### config.mk
export PLATFORM = sky130hd
export DESIGN_NAME = dsc_regbank
export DESIGN_NICKNAME = d
export VERILOG_FILES = /design/src/rtl/dsc_pkg.sv /design/src/rtl/dsc_shadow_reg.sv /design/src/rtl/dsc_go_ctrl.sv /design/src/rtl/dsc_irq.sv /design/src/rtl/dsc_regbank.sv
export SDC_FILE = /design/constraint.sdc
export NUM_CORES = 1
export LEC_CHECK = 0
export BUFFER_PORTS_ARGS = -buffer_cell sky130_fd_sc_hd__buf_2
export CAP_MARGIN = 20
export CORE_UTILIZATION = 30
export CTS_BUF_LIST = sky130_fd_sc_hd__clkbuf_8
export CTS_CLUSTER_DIAMETER = 40
export DETAILED_ROUTE_END_ITERATION = 12
export SLEW_MARGIN = 20
export SYNTH_ARGS = -nofsm -noshare
export SYNTH_HDL_FRONTEND = slang
export SYNTH_HIERARCHICAL = 1
export SYNTH_SLANG_ARGS = --single-unit
### constraint.sdc
create_clock -name clk_i -period 2.5 [get_ports clk_i]
set_input_delay 0.375 -clock clk_i [delete_from_list [all_inputs] [get_ports clk_i]]
set_output_delay 0.375 -clock clk_i [all_outputs]
set_load 0.02 [all_outputs]
### src/rtl/dsc_pkg.sv
package dsc_pkg;
  localparam int N_SREG = 12;
  localparam int N_OUT  = 2;
  localparam int OUT_LCD = 0;
  localparam int OUT_DIG = 1;

  localparam logic [7:0] OFS_SYSCFG    = 8'h00;
  localparam logic [7:0] OFS_SYSSTAT   = 8'h04;
  localparam logic [7:0] OFS_IRQ_ST    = 8'h08;
  localparam logic [7:0] OFS_IRQ_EN    = 8'h0C;
  localparam logic [7:0] OFS_CTRL      = 8'h10;
  localparam logic [7:0] OFS_SREG_BASE = 8'h40;

  localparam int CTRL_LCD_EN = 0;
  localparam int CTRL_DIG_EN = 1;
  localparam int CTRL_GO_LCD = 5;
  localparam int CTRL_GO_DIG = 6;
  localparam int SYSCFG_SRST = 1;

  localparam int SR_TIM_H    = 0;
  localparam int SR_TIM_V    = 1;
  localparam int SR_LCD_SIZE = 2;
  localparam int SR_DIG_SIZE = 3;
  localparam int SR_BG       = 4;
  localparam int SR_TRANS    = 5;
  localparam int SR_GFX_BA0  = 6;
  localparam int SR_GFX_BA1  = 7;
  localparam int SR_GFX_POS  = 8;
  localparam int SR_GFX_SIZE = 9;
  localparam int SR_ROWINC   = 10;
  localparam int SR_PIXINC   = 11;

  function automatic logic [31:0] sreg_mask(int i);
    case (i)
      SR_TIM_H, SR_TIM_V:                           return 32'h0FF0FF3F;
      SR_LCD_SIZE, SR_DIG_SIZE, SR_GFX_POS, SR_GFX_SIZE: return 32'h07FF07FF;
      SR_BG, SR_TRANS:                              return 32'h00FFFFFF;
      default:                                      return 32'hFFFFFFFF;
    endcase
  endfunction

  function automatic logic [31:0] sreg_rst(int i);
    return (i == SR_ROWINC || i == SR_PIXINC) ? 32'd1 : 32'd0;
  endfunction

  function automatic int sreg_out(int i);
    return (i == SR_DIG_SIZE) ? OUT_DIG : OUT_LCD;
  endfunction

  function automatic int go_bit(int o);
    return (o == OUT_DIG) ? CTRL_GO_DIG : CTRL_GO_LCD;
  endfunction
endpackage

### src/rtl/dsc_shadow_reg.sv
module dsc_shadow_reg #(
  parameter int W = 32,
  parameter logic [W-1:0] MASK = '1,
  parameter logic [W-1:0] RST  = '0
) (
  input  logic         clk_i,
  input  logic         rst_ni,
  input  logic         soft_rst_i,
  input  logic         wr_i,
  input  logic [W-1:0] wdata_i,
  input  logic         commit_i,
  output logic [W-1:0] shadow_o,
  output logic [W-1:0] active_o
);
  always_ff @(posedge clk_i or negedge rst_ni) begin
    if (!rst_ni) begin
      shadow_o <= RST;
      active_o <= RST;
    end else if (soft_rst_i) begin
      shadow_o <= RST;
      active_o <= RST;
    end else begin
      if (wr_i)     shadow_o <= wdata_i & MASK;
      // old shadow is taken when a write and a commit meet
      if (commit_i) active_o <= shadow_o;
    end
  end
endmodule

### src/rtl/dsc_go_ctrl.sv
module dsc_go_ctrl #(
  parameter int N = 2
) (
  input  logic         clk_i,
  input  logic         rst_ni,
  input  logic         soft_rst_i,
  input  logic [N-1:0] go_set_i,
  input  logic [N-1:0] frame_i,
  output logic [N-1:0] pending_o,
  output logic [N-1:0] commit_o
);
  for (genvar o = 0; o < N; o++) begin : g_out
    assign commit_o[o] = pending_o[o] & frame_i[o];
    always_ff @(posedge clk_i or negedge rst_ni) begin
      if (!rst_ni)          pending_o[o] <= 1'b0;
      else if (soft_rst_i)  pending_o[o] <= 1'b0;
      else if (go_set_i[o]) pending_o[o] <= 1'b1;
      else if (frame_i[o])  pending_o[o] <= 1'b0;
    end
  end
endmodule

### src/rtl/dsc_irq.sv
module dsc_irq #(
  parameter int IRQ_W = 16
) (
  input  logic             clk_i,
  input  logic             rst_ni,
  input  logic             soft_rst_i,
  input  logic [IRQ_W-1:0] set_i,
  input  logic             clr_wr_i,
  input  logic             en_wr_i,
  input  logic [IRQ_W-1:0] wdata_i,
  output logic [IRQ_W-1:0] status_o,
  output logic [IRQ_W-1:0] enable_o,
  output logic             irq_o
);
  logic [IRQ_W-1:0] clr_mask;
  assign clr_mask = clr_wr_i ? wdata_i : '0;

  always_ff @(posedge clk_i or negedge rst_ni) begin
    if (!rst_ni) begin
      status_o <= '0;
      enable_o <= '0;
    end else if (soft_rst_i) begin
      status_o <= '0;
      enable_o <= '0;
    end else begin
      status_o <= (status_o & ~clr_mask) | set_i;
      if (en_wr_i) enable_o <= wdata_i;
    end
  end

  assign irq_o = |(status_o & enable_o);
endmodule

### src/rtl/dsc_regbank.sv
module dsc_regbank
  import dsc_pkg::*;
#(
  parameter int ADDR_W = 8,
  parameter int IRQ_W  = 16
) (
  input  logic              clk_i,
  input  logic              rst_ni,
  input  logic              req_i,
  input  logic              we_i,
  input  logic [ADDR_W-1:0] addr_i,
  input  logic [31:0]       wdata_i,
  output logic [31:0]       rdata_o,
  output logic              ready_o,
  input  logic              frame_lcd_i,
  input  logic              frame_dig_i,
  input  logic [IRQ_W-1:0]  irq_src_i,
  output logic              irq_o,
  output logic              lcd_en_o,
  output logic              dig_en_o,
  output logic [31:0]       act_tim_h_o,
  output logic [31:0]       act_tim_v_o,
  output logic [31:0]       act_lcd_size_o,
  output logic [31:0]       act_dig_size_o,
  output logic [23:0]       act_bg_o,
  output logic [23:0]       act_trans_o,
  output logic [31:0]       act_gfx_ba0_o,
  output logic [31:0]       act_gfx_ba1_o,
  output logic [31:0]       act_gfx_pos_o,
  output logic [31:0]       act_gfx_size_o,
  output logic [31:0]       act_gfx_rowinc_o,
  output logic [31:0]       act_gfx_pixinc_o
);
  localparam int WORD_W    = ADDR_W - 2;
  localparam int SREG_WORD = int'(OFS_SREG_BASE) / 4;

  logic [WORD_W-1:0] word;
  logic              wr, rd;
  logic              soft_rst, ctrl_wr, st_wr, en_wr;
  logic [N_SREG-1:0] sreg_wr;
  logic [N_OUT-1:0]  go_set, frame, go_pend, commit;
  logic [31:0]       shadow_q [N_SREG];
  logic [31:0]       active_q [N_SREG];
  logic [IRQ_W-1:0]  irq_st, irq_en;
  logic [31:0]       rd_val;

  assign word = addr_i[ADDR_W-1:2];
  assign wr   = req_i & we_i;
  assign rd   = req_i & ~we_i;

  function automatic logic at(logic [WORD_W-1:0] w, logic [7:0] ofs);
    return w == WORD_W'(ofs[7:2]);
  endfunction

  assign soft_rst = wr && at(word, OFS_SYSCFG) && wdata_i[SYSCFG_SRST];
  assign ctrl_wr  = wr && at(word, OFS_CTRL);
  assign st_wr    = wr && at(word, OFS_IRQ_ST);
  assign en_wr    = wr && at(word, OFS_IRQ_EN);

  assign frame = {frame_dig_i, frame_lcd_i};
  for (genvar o = 0; o < N_OUT; o++) begin : g_go
    assign go_set[o] = ctrl_wr & wdata_i[go_bit(o)];
  end

  dsc_go_ctrl #(.N(N_OUT)) u_go (
    .clk_i      (clk_i),
    .rst_ni     (rst_ni),
    .soft_rst_i (soft_rst),
    .go_set_i   (go_set),
    .frame_i    (frame),
    .pending_o  (go_pend),
    .commit_o   (commit)
  );

  for (genvar g = 0; g < N_SREG; g++) begin : g_sreg
    assign sreg_wr[g] = wr && (word == WORD_W'(SREG_WORD + g));
    dsc_shadow_reg #(
      .W    (32),
      .MASK (sreg_mask(g)),
      .RST  (sreg_rst(g))
    ) u_reg (
      .clk_i      (clk_i),
      .rst_ni     (rst_ni),
      .soft_rst_i (soft_rst),
      .wr_i       (sreg_wr[g]),
      .wdata_i    (wdata_i),
      .commit_i   (commit[sreg_out(g)]),
      .shadow_o   (shadow_q[g]),
      .active_o   (active_q[g])
    );
  end

  dsc_irq #(.IRQ_W(IRQ_W)) u_irq (
    .clk_i      (clk_i),
    .rst_ni     (rst_ni),
    .soft_rst_i (soft_rst),
    .set_i      (irq_src_i),
    .clr_wr_i   (st_wr),
    .en_wr_i    (en_wr),
    .wdata_i    (wdata_i[IRQ_W-1:0]),
    .status_o   (irq_st),
    .enable_o   (irq_en),
    .irq_o      (irq_o)
  );

  always_ff @(posedge clk_i or negedge rst_ni) begin
    if (!rst_ni) begin
      lcd_en_o <= 1'b0;
      dig_en_o <= 1'b0;
    end else if (soft_rst) begin
      lcd_en_o <= 1'b0;
      dig_en_o <= 1'b0;
    end else if (ctrl_wr) begin
      lcd_en_o <= wdata_i[CTRL_LCD_EN];
      dig_en_o <= wdata_i[CTRL_DIG_EN];
    end
  end

  always_comb begin
    rd_val = '0;
    if (at(word, OFS_SYSSTAT))     rd_val = 32'd1;
    else if (at(word, OFS_IRQ_ST)) rd_val = 32'(irq_st);
    else if (at(word, OFS_IRQ_EN)) rd_val = 32'(irq_en);
    else if (at(word, OFS_CTRL)) begin
      rd_val[CTRL_LCD_EN] = lcd_en_o;
      rd_val[CTRL_DIG_EN] = dig_en_o;
      rd_val[CTRL_GO_LCD] = go_pend[OUT_LCD];
      rd_val[CTRL_GO_DIG] = go_pend[OUT_DIG];
    end else begin
      for (int i = 0; i < N_SREG; i++)
        if (word == WORD_W'(SREG_WORD + i)) rd_val = shadow_q[i];
    end
  end

  always_ff @(posedge clk_i or negedge rst_ni) begin
    if (!rst_ni) begin
      rdata_o <= '0;
      ready_o <= 1'b0;
    end else begin
      rdata_o <= rd ? rd_val : '0;
      ready_o <= req_i;
    end
  end

  assign act_tim_h_o      = active_q[SR_TIM_H];
  assign act_tim_v_o      = active_q[SR_TIM_V];
  assign act_lcd_size_o   = active_q[SR_LCD_SIZE];
  assign act_dig_size_o   = active_q[SR_DIG_SIZE];
  assign act_bg_o         = active_q[SR_BG][23:0];
  assign act_trans_o      = active_q[SR_TRANS][23:0];
  assign act_gfx_ba0_o    = active_q[SR_GFX_BA0];
  assign act_gfx_ba1_o    = active_q[SR_GFX_BA1];
  assign act_gfx_pos_o    = active_q[SR_GFX_POS];
  assign act_gfx_size_o   = active_q[SR_GFX_SIZE];
  assign act_gfx_rowinc_o = active_q[SR_ROWINC];
  assign act_gfx_pixinc_o = active_q[SR_PIXINC];

  logic unused_bits;
  assign unused_bits = ^{addr_i[1:0], active_q[SR_BG][31:24], active_q[SR_TRANS][31:24]};
endmodule

---- Word-level counts from Yosys, hierarchy flattened ----
Index checks and enable logic that the tools add are counted.
word-level totals
  output and inout bits ................... 404
  flip-flop bits (word level) ............. 821
  input port bits ......................... 62
operators by class
  mux-type cells .......................... 82
  eq/ne operators ......................... 16
  bitwise logic cells ..................... 11
  reductions and logical operators ........ 37
operator list
  operator                                                                count
  32-bit 2-to-1 mux                                                       60
  24-bit 2-to-1 mux                                                       4
  6-bit by 5-bit equality test with 1-bit output (second input constant)  12
  16-bit 2-to-1 mux                                                       4
  16-bit AND                                                              2
  2-bit nonzero test                                                      16
  25-bit 2-to-1 mux                                                       1
  1-bit logical AND                                                       17
  16-bit NOT                                                              1
  16-bit OR                                                               1
  16-bit OR reduction                                                     1
  6-bit by 2-bit equality test with 1-bit output (second input constant)  2
  1-bit 2-to-1 mux                                                        10
  1-bit AND                                                               6
  6-bit by 1-bit equality test with 1-bit output (second input constant)  1
  6-bit by 3-bit equality test with 1-bit output (second input constant)  1
  6-bit logical NOT                                                       1
  3-bit nonzero test                                                      2
  2-bit 2-to-1 mux                                                        2
  3-bit 2-to-1 mux                                                        1
  1-bit NOT                                                               1

---- Depth between registers and ports, before layout ----
  word-level depth ........................ 18
  gate-level depth with buffers ........... 11
  gate-level depth less buffers ........... 6

---- By module ----
The synthesis kept the hierarchy.
by module, submodules not included
  module                                  cells each  times used  area each (µm²)  seq. area each (µm²)
  dsc_shadow_reg at g_sreg[0].u_reg ...   164         6           1988.2           1101.1
  dsc_shadow_reg at g_sreg[10].u_reg ...  207         2           2661.3           1604.0
  dsc_shadow_reg at g_sreg[6].u_reg ...   207         2           2657.5           1601.5
  dsc_regbank                             622         1           4355.4           875.8
  dsc_shadow_reg at g_sreg[4].u_reg ...   172         2           2110.8           1201.2
  dsc_irq                                 128         1           1386.3           800.8
  dsc_go_ctrl                             10          1           95.1             50.0

---- Least setup slack after synthesis ----
OpenSTA, ideal clock, no wires.
  path kind ............................... input port to flip-flop
  from .................................... input addr_i[3]
  to ...................................... register g_sreg[10].u_reg.active_o[10]
  path buffers ............................ 4
  arrival time ............................ 2179 ps
  path slack .............................. 189 ps
  cell stages on the path ................. 7
  cell sequence ........................... buf_2 > clkbuf_1 > nor2_1 > and4_1 > buf_4 > clkbuf_1 > nor2_1
on the way
  cells in the longest elaborated chain, start to end .. 4
RTL lines
  item                                                            line                  text
  from (decl)                                                     dsc_regbank.sv:11     input logic [ADDR_W-1:0] addr_i,
  6-bit logical NOT *                                             dsc_regbank.sv:52     return w == WORD_W'(ofs[7:2]);
  1-bit logical AND * (2 in a row)                                dsc_regbank.sv:55     assign soft_rst = wr && at(word, OFS_SYSCFG) && wdata_i[SYSCFG_SRST];
  via soft_rst                                                    dsc_regbank.sv:39     logic soft_rst, ctrl_wr, st_wr, en_wr;
  32-bit 2-to-1 mux / 2-bit nonzero test (equally long branches)  --
  to (signal assigned)                                            dsc_shadow_reg.sv:25  if (commit_i) active_o <= shadow_o;
  to (decl)                                                       dsc_shadow_reg.sv:13  output logic [W-1:0] active_o
Mark *: on every way through the listed nets, which the timed path passes. The rest lies on a longest branch.
A chain may end at the register's enable or synchronous reset.

---- Worst setup path after layout ----
  from .................................... register u_irq.status_o[4]
  to ...................................... output irq_o
on the way
  cells in the longest elaborated chain, start to end .. 2
RTL lines
  item                    line               text
  from (decl)             dsc_irq.sv:11      output logic [IRQ_W-1:0] status_o,
  from (signal assigned)  dsc_irq.sv:26      status_o <= (status_o & ~clr_mask) | set_i;
  16-bit AND              dsc_irq.sv:31      assign irq_o = |(status_o & enable_o);
  16-bit OR reduction     dsc_irq.sv:31
  to (decl)               dsc_regbank.sv:18  output logic irq_o,
No other way between the ends.

==> flow_summary.yaml <==
final_layout:
  final_common_cell: "nor2_1"
  drive_above_1_share_pct: 23.6
  nNetsFinal: 3494
  layout_common_cells: "709 x nor2_1, 681 x dfrtp_1, 630 x mux2i_1"
  final_cell_area_um2: 38900
  syn_to_final_growth_pct: 19.7
place:
  io_buffers: 403
  pre_cts_ws_ps: -286
  placed_cell_area_um2: 36100
  gp_congestion: 0.946
  dp_hpwl_mm: 95.9
grt:
  antenna_found_initial: 17
  use_met2_pct: 35.3
  grtUsageMet3_pct: 7.46
  grt_usage_pct: 22.9
  grt_pass1_vias: 23800
  grt_max_degree: 96
  grt.overflow.total: 0
  busiest_layer: "met2"
  grt_pass1_wl_mm: 180
  grtUsageMet1_pct: 29.7
outcome:
  violations: "negative setup slack"
  status: "finished, violations left"
route:
  route.detailed.drc: 0
  final_antenna_net_count: 0
  drt-total-wl_mm: 128
  drtIter0Drc: 2818
  drt_pass1_iterations: 6
  num_vias: 24900
  via_per_inst: 5.05
  post_drt_wl_per_cell_um: 26.0
clocking:
  clock-sinks: 685
  clkTransAtPathRegs_ps: 70
  cts_tree: "done"
  clk_path_buf_depth: 3
  clk_latency_ps: 800
  clockRootBuffer: "clkbuf_8"
  numCtsBuffers: 114
  htreeDepth: 3
die:
  num_rows: 120
  io_pins: 466
  start_util_pct: 30.3
  die_w_um: 331
  fp.dieArea_um2: 110000
  die_h_um: 331
  coreArea_um2: 107000
power_and_ir_drop:
  p_total_mw: 25.0
  pwr_density_cell_nw_per_um2: 643
  vdd_drop_max_mv: 0.427
  p_leak_nw: 18.8
synthesis:
  syn_avg_cell_area_um2: 11.2
  synth_warnings: 6
  syn_area_um2: 32500
  syn_inst: 2900
timing:
  period_share_pct: 100
  slew_headroom_pct: 45.2
  whs_ps: 50.9
  max_freq_mhz: 399
  setup_slack_ps: -6.29
  rsz0062_at_grt: "yes"
  worst_pin_slew_ps: 802
  period_minus_slack_ps: 2510
  setup_tns_ps: -6.29
  clock_skew_ps: 64.4
  hold_violations: 0
  drv_slew: 0
  finalSetupViolCount: 1
critical_path:
  end_kind: "primary output"
  crit_family: "compound AO/OA/AOI/OAI gates"
  path_cells: "a22o_1 -> a221oi_2 -> nand4_1 -> buf_6"
  critical_path_peak_fanout: 3
  cpPeakStageDelay_ps: 440
  critPathKind: "reg2out"
  crit_arrival_ps: 2130
  path_buf_inv: 1
  start_kind: "flip-flop"
  crit_path_top_delay_cell: "dfrtp_1"
  required_ps: 2120
flow_run:
  max_cap_violations: 0
hold_path:
  hp-class: "in2reg"
==> cell type report <==
cell class | instances | area [µm²]
clock buffers | 142 | 1950
fillers | 10800 | 68300
inverters | 6 | 22.5
multi-input cells | 1985 | 12800
clock inverters | 65 | 576
well taps | 1403 | 1760
diodes | 5 | 12.5
repair buffers | 640 | 4620
flip-flops and latches | 685 | 17100
==> tightest hold or removal path, stage by stage <==
cell and delay [ps]:
buf_2 210, mux2i_1 170, nor2_1 50
==> stage by stage <==
| step | instances | util [%] |
|---|---|---|
| 2_1_floorplan | 3028 | - |
| 4_1_cts | 4926 | 36.3 |
| 3_3_place_gp | 4693 | 33.7 |
| 3_5_place_dp | 4693 | 33.7 |
| 6_report | 4931 | 36.3 |
| 5_1_grt | 4928 | 36.3 |
==> power by group <==
| group | switching (mW) | internal [mW] |
|---|---|---|
| clock | 4.91 | 6.01 |
| sequential | 0.774 | 11.6 |
| combinational | 1.15 | 0.585 |
| total | 6.83 | 18.2 |
==> what timing repair did <==
action                                 CTS  global route
endpoints found under the hold margin  399             0
resized for setup                        2             0
setup endpoints to repair                1             1
pin swaps                                1             0
buffers inserted                         0             0
hold buffers                            26             0
==> registers in the layout (all words and copies together), names as in the netlist <==
| name | cells |
|---|---|
| dig_en_o | 1 |
| g_sreg.u_reg/active_o | 308 |
| g_sreg.u_reg/shadow_o | 308 |
| lcd_en_o | 1 |
| rdata_o | 32 |
| ready_o | 1 |
| u_go/pending_o | 2 |
| u_irq/enable_o | 16 |
| u_irq/status_o | 16 |
==> layer usage <==
metal	wire (µm)	vias up
met3	12800	225
met4	4680	16
li1	-	10900
met5	84	-
met1	52300	12600
met2	58400	1141
==> path summary, 6_finish.rpt <==
check / end / slack [ps] / startpoint / depth (start not counted)
min: g_sreg[11].u_reg/shadow_o[14] / 50 / wdata_i[14] / 3
min in group asynchronous: g_sreg[8].u_reg/shadow_o[25] / 110 / rst_ni / 2
max reg2reg: rdata_o[7] / 490 / g_sreg[5].u_reg/shadow_o[7] / 6
min reg2reg: g_sreg[10].u_reg/active_o[21] / 510 / g_sreg[10].u_reg/active_o[21] / 2
max: irq_o / -6 / u_irq/status_o[4] / 4
max in group asynchronous: g_sreg[11].u_reg/active_o[17] / 1440 / rst_ni / 3
No activity file was read; power rests on OpenSTA's default activity.
